===== config.mk =====
export PLATFORM = sky130hd
export DESIGN_NAME = fpg_frame_pulse
export DESIGN_NICKNAME = d
export VERILOG_FILES = /design/src/rtl/fpg_pkg.sv /design/src/rtl/fpg_target.sv /design/src/rtl/fpg_pos_counter.sv /design/src/rtl/fpg_frame_pulse.sv
export SDC_FILE = /design/constraint.sdc
export NUM_CORES = 1
export LEC_CHECK = 0
export ABC_CLOCK_PERIOD_IN_PS = 5900
export BUFFER_PORTS_ARGS = -buffer_cell sky130_fd_sc_hd__buf_4
export CORE_MARGIN = 1.5
export CORE_UTILIZATION = 47
export CTS_CLUSTER_SIZE = 16
export DETAILED_ROUTE_END_ITERATION = 8
export PLACE_DENSITY = 0.66
export SYNTH_ARGS = -nofsm -noshare
export SYNTH_HDL_FRONTEND = slang
export SYNTH_SLANG_ARGS = --single-unit

===== constraint.sdc =====
create_clock -name clk -period 5.9 [get_ports clk]
set_clock_uncertainty 0.05 [all_clocks]
set_input_delay 0 -clock clk [delete_from_list [all_inputs] [get_ports clk]]
set_output_delay 0 -clock clk [all_outputs]
set_load 0.01 [all_outputs]

===== src/rtl/fpg_pkg.sv =====
package fpg_pkg;
   typedef enum logic {BUS_WIDE = 1'b0, BUS_NARROW = 1'b1} bus_shape_e;
   typedef enum logic {RATE_LO = 1'b0, RATE_HI = 1'b1} line_rate_e;
   typedef enum logic {POS_OVERHEAD = 1'b0, POS_PAYLOAD = 1'b1} pos_mode_e;
endpackage


===== src/rtl/fpg_target.sv =====
module fpg_target
   import fpg_pkg::*;
#(
   parameter int N_LO       = 48,
   parameter int N_HI       = 192,
   parameter int ROWS       = 9,
   parameter int COLS_PER_N = 90,
   parameter int OH_PER_N   = 3,
   parameter int COL_W      = 15,
   parameter int OFF_W      = 18,
   parameter int CNT_W      = 19
) (
   input  logic             narrow_mode,
   input  logic             rate_sel,
   input  logic             use_payload,
   input  logic [COL_W-1:0] pos_col,
   input  logic [OFF_W-1:0] payload_off,
   output logic [CNT_W-1:0] tgt,
   output logic [CNT_W-1:0] len
);
   logic [COL_W-1:0] oh_last    [2];
   logic [OFF_W-1:0] frame_last [2];
   logic [CNT_W-1:0] len_wide   [2];
   logic [CNT_W-1:0] len_narrow [2];

   for (genvar g = 0; g < 2; g++) begin : g_rate
      localparam int NN     = (g == 0) ? N_LO : N_HI;
      localparam int FBYTES = ROWS * COLS_PER_N * NN;
      assign oh_last[g]    = COL_W'(OH_PER_N * NN - 1);
      assign frame_last[g] = OFF_W'(FBYTES - 1);
      assign len_wide[g]   = CNT_W'(FBYTES / 2);
      assign len_narrow[g] = CNT_W'(FBYTES * 2);
   end

   logic [COL_W-1:0] col_c;
   logic [OFF_W-1:0] off_c;
   logic [CNT_W-1:0] byte_idx;
   logic             r;

   always_comb begin
      r        = rate_sel;
      col_c    = (pos_col > oh_last[r]) ? oh_last[r] : pos_col;
      off_c    = (payload_off > frame_last[r]) ? frame_last[r] : payload_off;
      byte_idx = (pos_mode_e'(use_payload) == POS_PAYLOAD) ? CNT_W'(off_c) : CNT_W'(col_c);
      if (bus_shape_e'(narrow_mode) == BUS_NARROW) begin
         tgt = byte_idx << 1;
         len = len_narrow[r];
      end else begin
         tgt = byte_idx >> 1;
         len = len_wide[r];
      end
   end
endmodule


===== src/rtl/fpg_pos_counter.sv =====
module fpg_pos_counter #(
   parameter int CNT_W = 19
) (
   input  logic             clk,
   input  logic             rst_n,
   input  logic             frame_start,
   input  logic [CNT_W-1:0] tgt_new,
   input  logic [CNT_W-1:0] len_new,
   output logic [CNT_W-1:0] pos,
   output logic [CNT_W-1:0] tgt_cur,
   output logic             active
);
   logic [CNT_W-1:0] cnt_q, len_q, tgt_q;
   logic             run_q;

   always_ff @(posedge clk or negedge rst_n) begin
      if (!rst_n) begin
         cnt_q <= '0;
         len_q <= '0;
         tgt_q <= '0;
         run_q <= 1'b0;
      end else if (frame_start) begin
         cnt_q <= CNT_W'(1);
         len_q <= len_new;
         tgt_q <= tgt_new;
         run_q <= 1'b1;
      end else if (run_q) begin
         cnt_q <= (cnt_q == len_q - CNT_W'(1)) ? '0 : cnt_q + CNT_W'(1);
      end
   end

   assign pos     = frame_start ? '0 : cnt_q;
   assign tgt_cur = frame_start ? tgt_new : tgt_q;
   assign active  = run_q;

   // the flywheel position stays inside the latched frame length
   a_r9_pos_in_frame: assert property (@(posedge clk) disable iff (!rst_n)
      (run_q && !frame_start) |-> (cnt_q < len_q));
endmodule


===== src/rtl/fpg_frame_pulse.sv =====
module fpg_frame_pulse
   import fpg_pkg::*;
#(
   parameter int N_LO       = 48,
   parameter int N_HI       = 192,
   parameter int ROWS       = 9,
   parameter int COLS_PER_N = 90,
   parameter int OH_PER_N   = 3,
   localparam int ROW_HI    = COLS_PER_N * N_HI,
   localparam int FRAME_HI  = ROWS * ROW_HI,
   localparam int COL_W     = $clog2(ROW_HI),
   localparam int OFF_W     = $clog2(FRAME_HI),
   localparam int CNT_W     = $clog2(FRAME_HI * 2 + 1)
) (
   input  logic             clk,
   input  logic             rst_n,
   input  logic             frame_start,
   input  logic             narrow_mode,
   input  logic             rate_sel,
   input  logic             use_payload,
   input  logic [COL_W-1:0] pos_col,
   input  logic [OFF_W-1:0] payload_off,
   output logic             frame_pulse
);
   if (N_LO < 2 || N_HI < N_LO) begin : g_bad_rate
      $error("fpg_frame_pulse: rate factors out of order");
   end
   if ((N_LO % 2) != 0 || (N_HI % 2) != 0) begin : g_bad_pair
      $error("fpg_frame_pulse: N must be even for byte-pair lanes");
   end
   if (OH_PER_N < 1 || OH_PER_N >= COLS_PER_N || ROWS < 1) begin : g_bad_geom
      $error("fpg_frame_pulse: frame geometry invalid");
   end

   logic [CNT_W-1:0] tgt_new, len_new, pos, tgt_cur;
   logic             active, hit;

   fpg_target #(
      .N_LO(N_LO), .N_HI(N_HI), .ROWS(ROWS), .COLS_PER_N(COLS_PER_N),
      .OH_PER_N(OH_PER_N), .COL_W(COL_W), .OFF_W(OFF_W), .CNT_W(CNT_W)
   ) u_target (
      .narrow_mode (narrow_mode),
      .rate_sel    (rate_sel),
      .use_payload (use_payload),
      .pos_col     (pos_col),
      .payload_off (payload_off),
      .tgt         (tgt_new),
      .len         (len_new)
   );

   fpg_pos_counter #(.CNT_W(CNT_W)) u_count (
      .clk         (clk),
      .rst_n       (rst_n),
      .frame_start (frame_start),
      .tgt_new     (tgt_new),
      .len_new     (len_new),
      .pos         (pos),
      .tgt_cur     (tgt_cur),
      .active      (active)
   );

   assign hit = (frame_start || active) && (pos == tgt_cur);

   always_ff @(posedge clk or negedge rst_n) begin
      if (!rst_n) frame_pulse <= 1'b0;
      else        frame_pulse <= hit;
   end

   localparam int OH_PAIR_LO = (OH_PER_N * N_LO) / 2 - 1;
   localparam int OH_PAIR_HI = (OH_PER_N * N_HI) / 2 - 1;

   // nothing before the first frame start
   a_r1_quiet_before_start: assert property (@(posedge clk) disable iff (!rst_n)
      !active |-> !frame_pulse);
   // strobe lasts one cycle unless a fresh frame start re-arms it
   a_r2_one_cycle: assert property (@(posedge clk) disable iff (!rst_n)
      (frame_pulse && !frame_start) |=> !frame_pulse);
   // narrow-bus target always falls on an upper nibble
   a_r5_upper_nibble: assert property (@(posedge clk) disable iff (!rst_n)
      narrow_mode |-> !tgt_new[0]);
   // wide overhead target never passes the last overhead byte pair
   a_r4_clamp_lo: assert property (@(posedge clk) disable iff (!rst_n)
      (!narrow_mode && !use_payload && !rate_sel) |-> (tgt_new <= CNT_W'(OH_PAIR_LO)));
   a_r4_clamp_hi: assert property (@(posedge clk) disable iff (!rst_n)
      (!narrow_mode && !use_payload && rate_sel) |-> (tgt_new <= CNT_W'(OH_PAIR_HI)));
endmodule


**Word-level counts from Yosys, hierarchy flattened**

Index checks and enable logic that the tools add are counted.

- Register bits: 59
- Output and inout bits: 1
- Logic and storage cells: 38

- Add/subtract/negate cells: 2
- Order comparisons: 3
- Eq/ne operators: 2
- Muxes and demuxes: 22
- Bitwise operators: 1
- Reductions and logical operators: 3

Operator list:

| cell | number |
|---|---|
| 19-bit 2-to-1 mux | 12 |
| 18-bit 2-to-1 mux | 5 |
| 15-bit 2-to-1 mux | 3 |
| 19-bit equality test | 2 |
| 19-bit by 1-bit adder with 19-bit output (second input constant) | 1 |
| 19-bit by 1-bit subtractor with 19-bit output (second input constant) | 1 |
| 18-bit > comparator | 1 |
| 17-bit 2-to-1 mux | 1 |
| 15-bit > comparator | 1 |
| 10-bit 2-to-1 mux | 1 |
| 2-bit >= comparator (second input constant) | 1 |
| 1-bit NOT with 2-bit output | 1 |
| 2-bit nonzero test | 1 |
| 1-bit logical AND | 1 |
| 1-bit logical OR | 1 |

**Longest topological paths before layout**

- Depth after elaboration: 11
- Depth in mapped cells: 12

**By module**

A second synthesis with hierarchy kept.

- Cells, all modules: 481
- Area, all modules: 4550.6 um^2

By module, submodules not included:

| module | instances | cells each | area an instance (um^2) | seq. area each (um^2) |
|---|---|---|---|---|
| fpg_pos_counter | 1 | 328 | 3353.2 | 1451.4 |
| fpg_target | 1 | 126 | 957.2 | 0.0 |
| fpg_frame_pulse | 1 | 27 | 240.2 | 25.0 |

**Worst setup path before layout**

No wires, ideal clock.

- Path type: flip-flop to flip-flop
- From: register u_count.len_q[14]
- To: register u_count.cnt_q[18]
- Setup time: 126 ps
- Arrival: 2594 ps
- Required time: 5724 ps
- Path slack: 3130 ps
- Stages on the path, launching flop included: 11
- Buffers on the path: 1
- Period minus slack after synthesis: 2770 ps
- Cell sequence: dfrtp_1 buf_4 inv_1 ha_1 and4_1 or4b_1 a21o_1 a2111oi_4 nor3_2 and3_1 a221o_1

- Cells in the longest elaborated chain, start to end: 5

Ends and longest elaborated chain:

| item | RTL line | RTL |
|---|---|---|
| from (decl) | fpg_pos_counter.sv:13 | `logic [CNT_W-1:0] cnt_q, len_q, tgt_q;` |
| from (signal assigned) | fpg_pos_counter.sv:24 | `len_q <= len_new;` |
| 19-bit by 1-bit subtractor with 19-bit output | fpg_pos_counter.sv:28 | `cnt_q <= (cnt_q == len_q - CNT_W'(1)) ? '0 : cnt_q + CNT_W'(1);` |
| 19-bit equality test | fpg_pos_counter.sv:28 |  |
| 19-bit 2-to-1 mux | fpg_pos_counter.sv:28 |  |
| 19-bit 2-to-1 mux | fpg_pos_counter.sv:27 | `end else if (run_q) begin` |
| 19-bit 2-to-1 mux | fpg_pos_counter.sv:22 | `end else if (frame_start) begin` |
| to (signal assigned) | fpg_pos_counter.sv:28 |  |
| to (decl) | fpg_pos_counter.sv:13 |  |

No other way between the ends. The select of a mux whose other input is x is not followed.
A chain may end at the register's enable or synchronous reset.

**Worst setup path after layout**

Same ends and word-level chain as after synthesis.

==> run metrics <==
initial core utilization 0.485; DIE WIDTH 92.1 um; Max IR drop VDD 0.0714 mV; fin nets approximately 530; GRT Util Overall 0.264; relative slew slack 0.343; synth cell count leaders 47 x nand2_1, 45 x dfrtp_1, 33 x o21ai_0; Async SR Flop Fraction 1.00; drt pass-1 iters 4; critical path class flip-flop to flip-flop; first-pass GRT wire length 17800 um; status finished, final reports clean; Slew Limit Fails 0; IO buf count 39; vias in the first global route 3578; R2R depth 10; Seq cells post-synth 45; WP data required 6.03 ns; register area share after synthesis 0.302; via count between 3000 and 4000; Mapped Nets slightly above 500; Core Region 7690 um^2; Yosys top cell by area dfrtp_1; row count 32; FF-to-FF End u_count.cnt_q[18]; Syn Inst Count 455; Crit path arrival time 3.76 ns; Place WS between 2 and 2.5 ns; crit share post-route 0.615; RSZ-0062 raised after global routing false; Num CTS Buffers 5; Clock Tree Buf Depth 2; CP max FO 18; Min-Delay Endpoint u_count.tgt_q[18]; type of the tightest min-delay check input pin to flip-flop; Worst-path clk slew 0.08 ns; grt ovf 0; H-tree Lvls 2; most area-consuming cells after synthesis dfrtp_1 30%, ha_1 6.0%, nand2_1 4.7%, o21ai_0 4.4%, xnor2_1 3.8%; CTS tree done; # setup viols final 0; min Tclk post-route ~3.6 ns; final WL 10600 um; DRC viols 0; I/O pin cnt 40; Clock Tree Root clkbuf_8; Gates resized, CTS repair 0; die area 8480 um^2; Least-Margin Pin Slew 0.980 ns; n_diodes 0; final worst setup slack approximately 2.3 ns; YS warnings 0; top cell type's share of synthesized area 0.302; Worst setup EP type flip-flop; Die Span Y 92.1 um; 1st-iter DRT viols 195; R2R setup slack between 2 and 2.5 ns; Hold Path Cell Cnt 4; initial antenna violation count 0; RePlAce Congestion ~0.90; nature of the critical path startpoint flip-flop; ys flop type dfrtp_1; EDFF count, synth 0; post-CTS setup buffers 0; vias per cell about 6.4; antenna viol nets, final 0; Detailed Place HPWL 7910 um; Hold Crit Start payload_off[17]; Setup TNS Final 0 ns; Max Freq 0.276 GHz; area of the mapped netlist around 3700 um^2; clk_lat worst skew 0.30 ns; P&R area growth vs syn 11.3%; wire per inst 18.3 um; Worst R2R Start u_count.len_q[14]; PD cells 177 nW/um^2; Pleak 0.00175 uW; pin count of the biggest net entering global routing 51; top-count cell post-synth nand2_1; layout cells sized above 1 0.124; Fin. Hold Viols 0; max_cap viols 0; library cells used by synthesis 66; CTS Sinks between 40 and 50; syn avg cell area 8.20 um^2
[worst max-delay path, stage by stage (launching register included)]
cell,delay (ns)
dfrtp_1,0.50
inv_1,0.15
ha_1,0.20
nor2b_1,0.33
nand3_1,0.12
a2111oi_0,0.47
nand3_1,0.19
a2111oi_4,0.66
nor3_2,0.33
and3_1,0.26
a221o_1,0.25
[registers in the layout, summed over array words and instances, names as in the netlist]
| signal | flops |
|---|---|
| frame_pulse | 1 |
| u_count.cnt_q | 19 |
| u_count.len_q | 6 |
| u_count.tgt_q | 19 |
[metal layers]
| metal | share of wire | global-route usage |
|---|---|---|
| met5 | 0 | 0 |
| met4 | 0.022 | 0.0846 |
| met3 | 0.052 | 0.0332 |
| met2 | 0.47 | 0.451 |
| met1 | 0.45 | 0.347 |
[cell usage in the layout, fill, tap and decap left out, types with 11 or more instances in the layout]
master	Yosys	routed
nand3_1	18	18
nor2_1	31	31
xnor2_1	16	16
o21ai_0	33	33
nor4_1	13	13
inv_1	17	17
ha_1	18	18
dfrtp_1	45	45
buf_4	2	39
a21oi_1	27	27
nand2_1	47	47
xor2_1	11	11
[timing repair]
action,in CTS,in global routing
hold buffers,4,0
endpoints found under the setup margin,0,0
hold endpoints to repair,48,0
[power by group]
group          leakage [uW]  total, uW  internal, uW  switching [uW]
Clock             0.0000450        189          82.3             107
Combinational       0.00113        194          83.4             111
Sequential         0.000575        352           329            22.7
Total               0.00175        735           495             240
[per-stage QoR]
step	cell area [um^2]	hold WS [ns]	std cells	utilization	total power, uW
final	4150	0.0635	579	0.540	735
after global routing	4150	0.0672	579	0.540	776
after CTS	4150	0.0521	579	0.540	736
after detailed placement	4030	-0.00205	567	0.524	546
after global placement	4030	-0.0110	567	0.524	543
after floorplan	3730	-0.346	455	-	477
[cell type report]
type / count / area [um^2]
clock buffers: 6 / 72.6
clock inverters: 2 / 10.0
fillers: 764 / 3530
inverters: 18 / 67.6
multi-input cells: 363 / 2420
flip-flops and latches: 45 / 1130
well taps: 102 / 128
repair buffers: 43 / 333
[worst max path at each step]
| stage | start | end |
|---|---|---|
| after floorplan | u_count.len_q[14] | u_count.cnt_q[18] |
| after global placement | u_count.len_q[14] | u_count.cnt_q[18] |
| after detailed placement | u_count.len_q[14] | u_count.cnt_q[18] |
| after CTS | u_count.len_q[14] | u_count.cnt_q[18] |
| after global routing | u_count.len_q[14] | u_count.cnt_q[18] |
| final | u_count.len_q[14] | u_count.cnt_q[18] |
[logic make-up after synthesis]
kind of cell | count (synthesis) | synth area share
buffers and inverters | 47 | 0.0503
AOI/OAI and AO/OA | 136 | 0.256
adders and majority gates | 18 | 0.0604
DFF | 45 | 0.302
muxes | 9 | 0.0248
and+or+nand+nor | 173 | 0.244
xor gates and xnor gates | 27 | 0.0634
(Power assumes the default switching activity.)
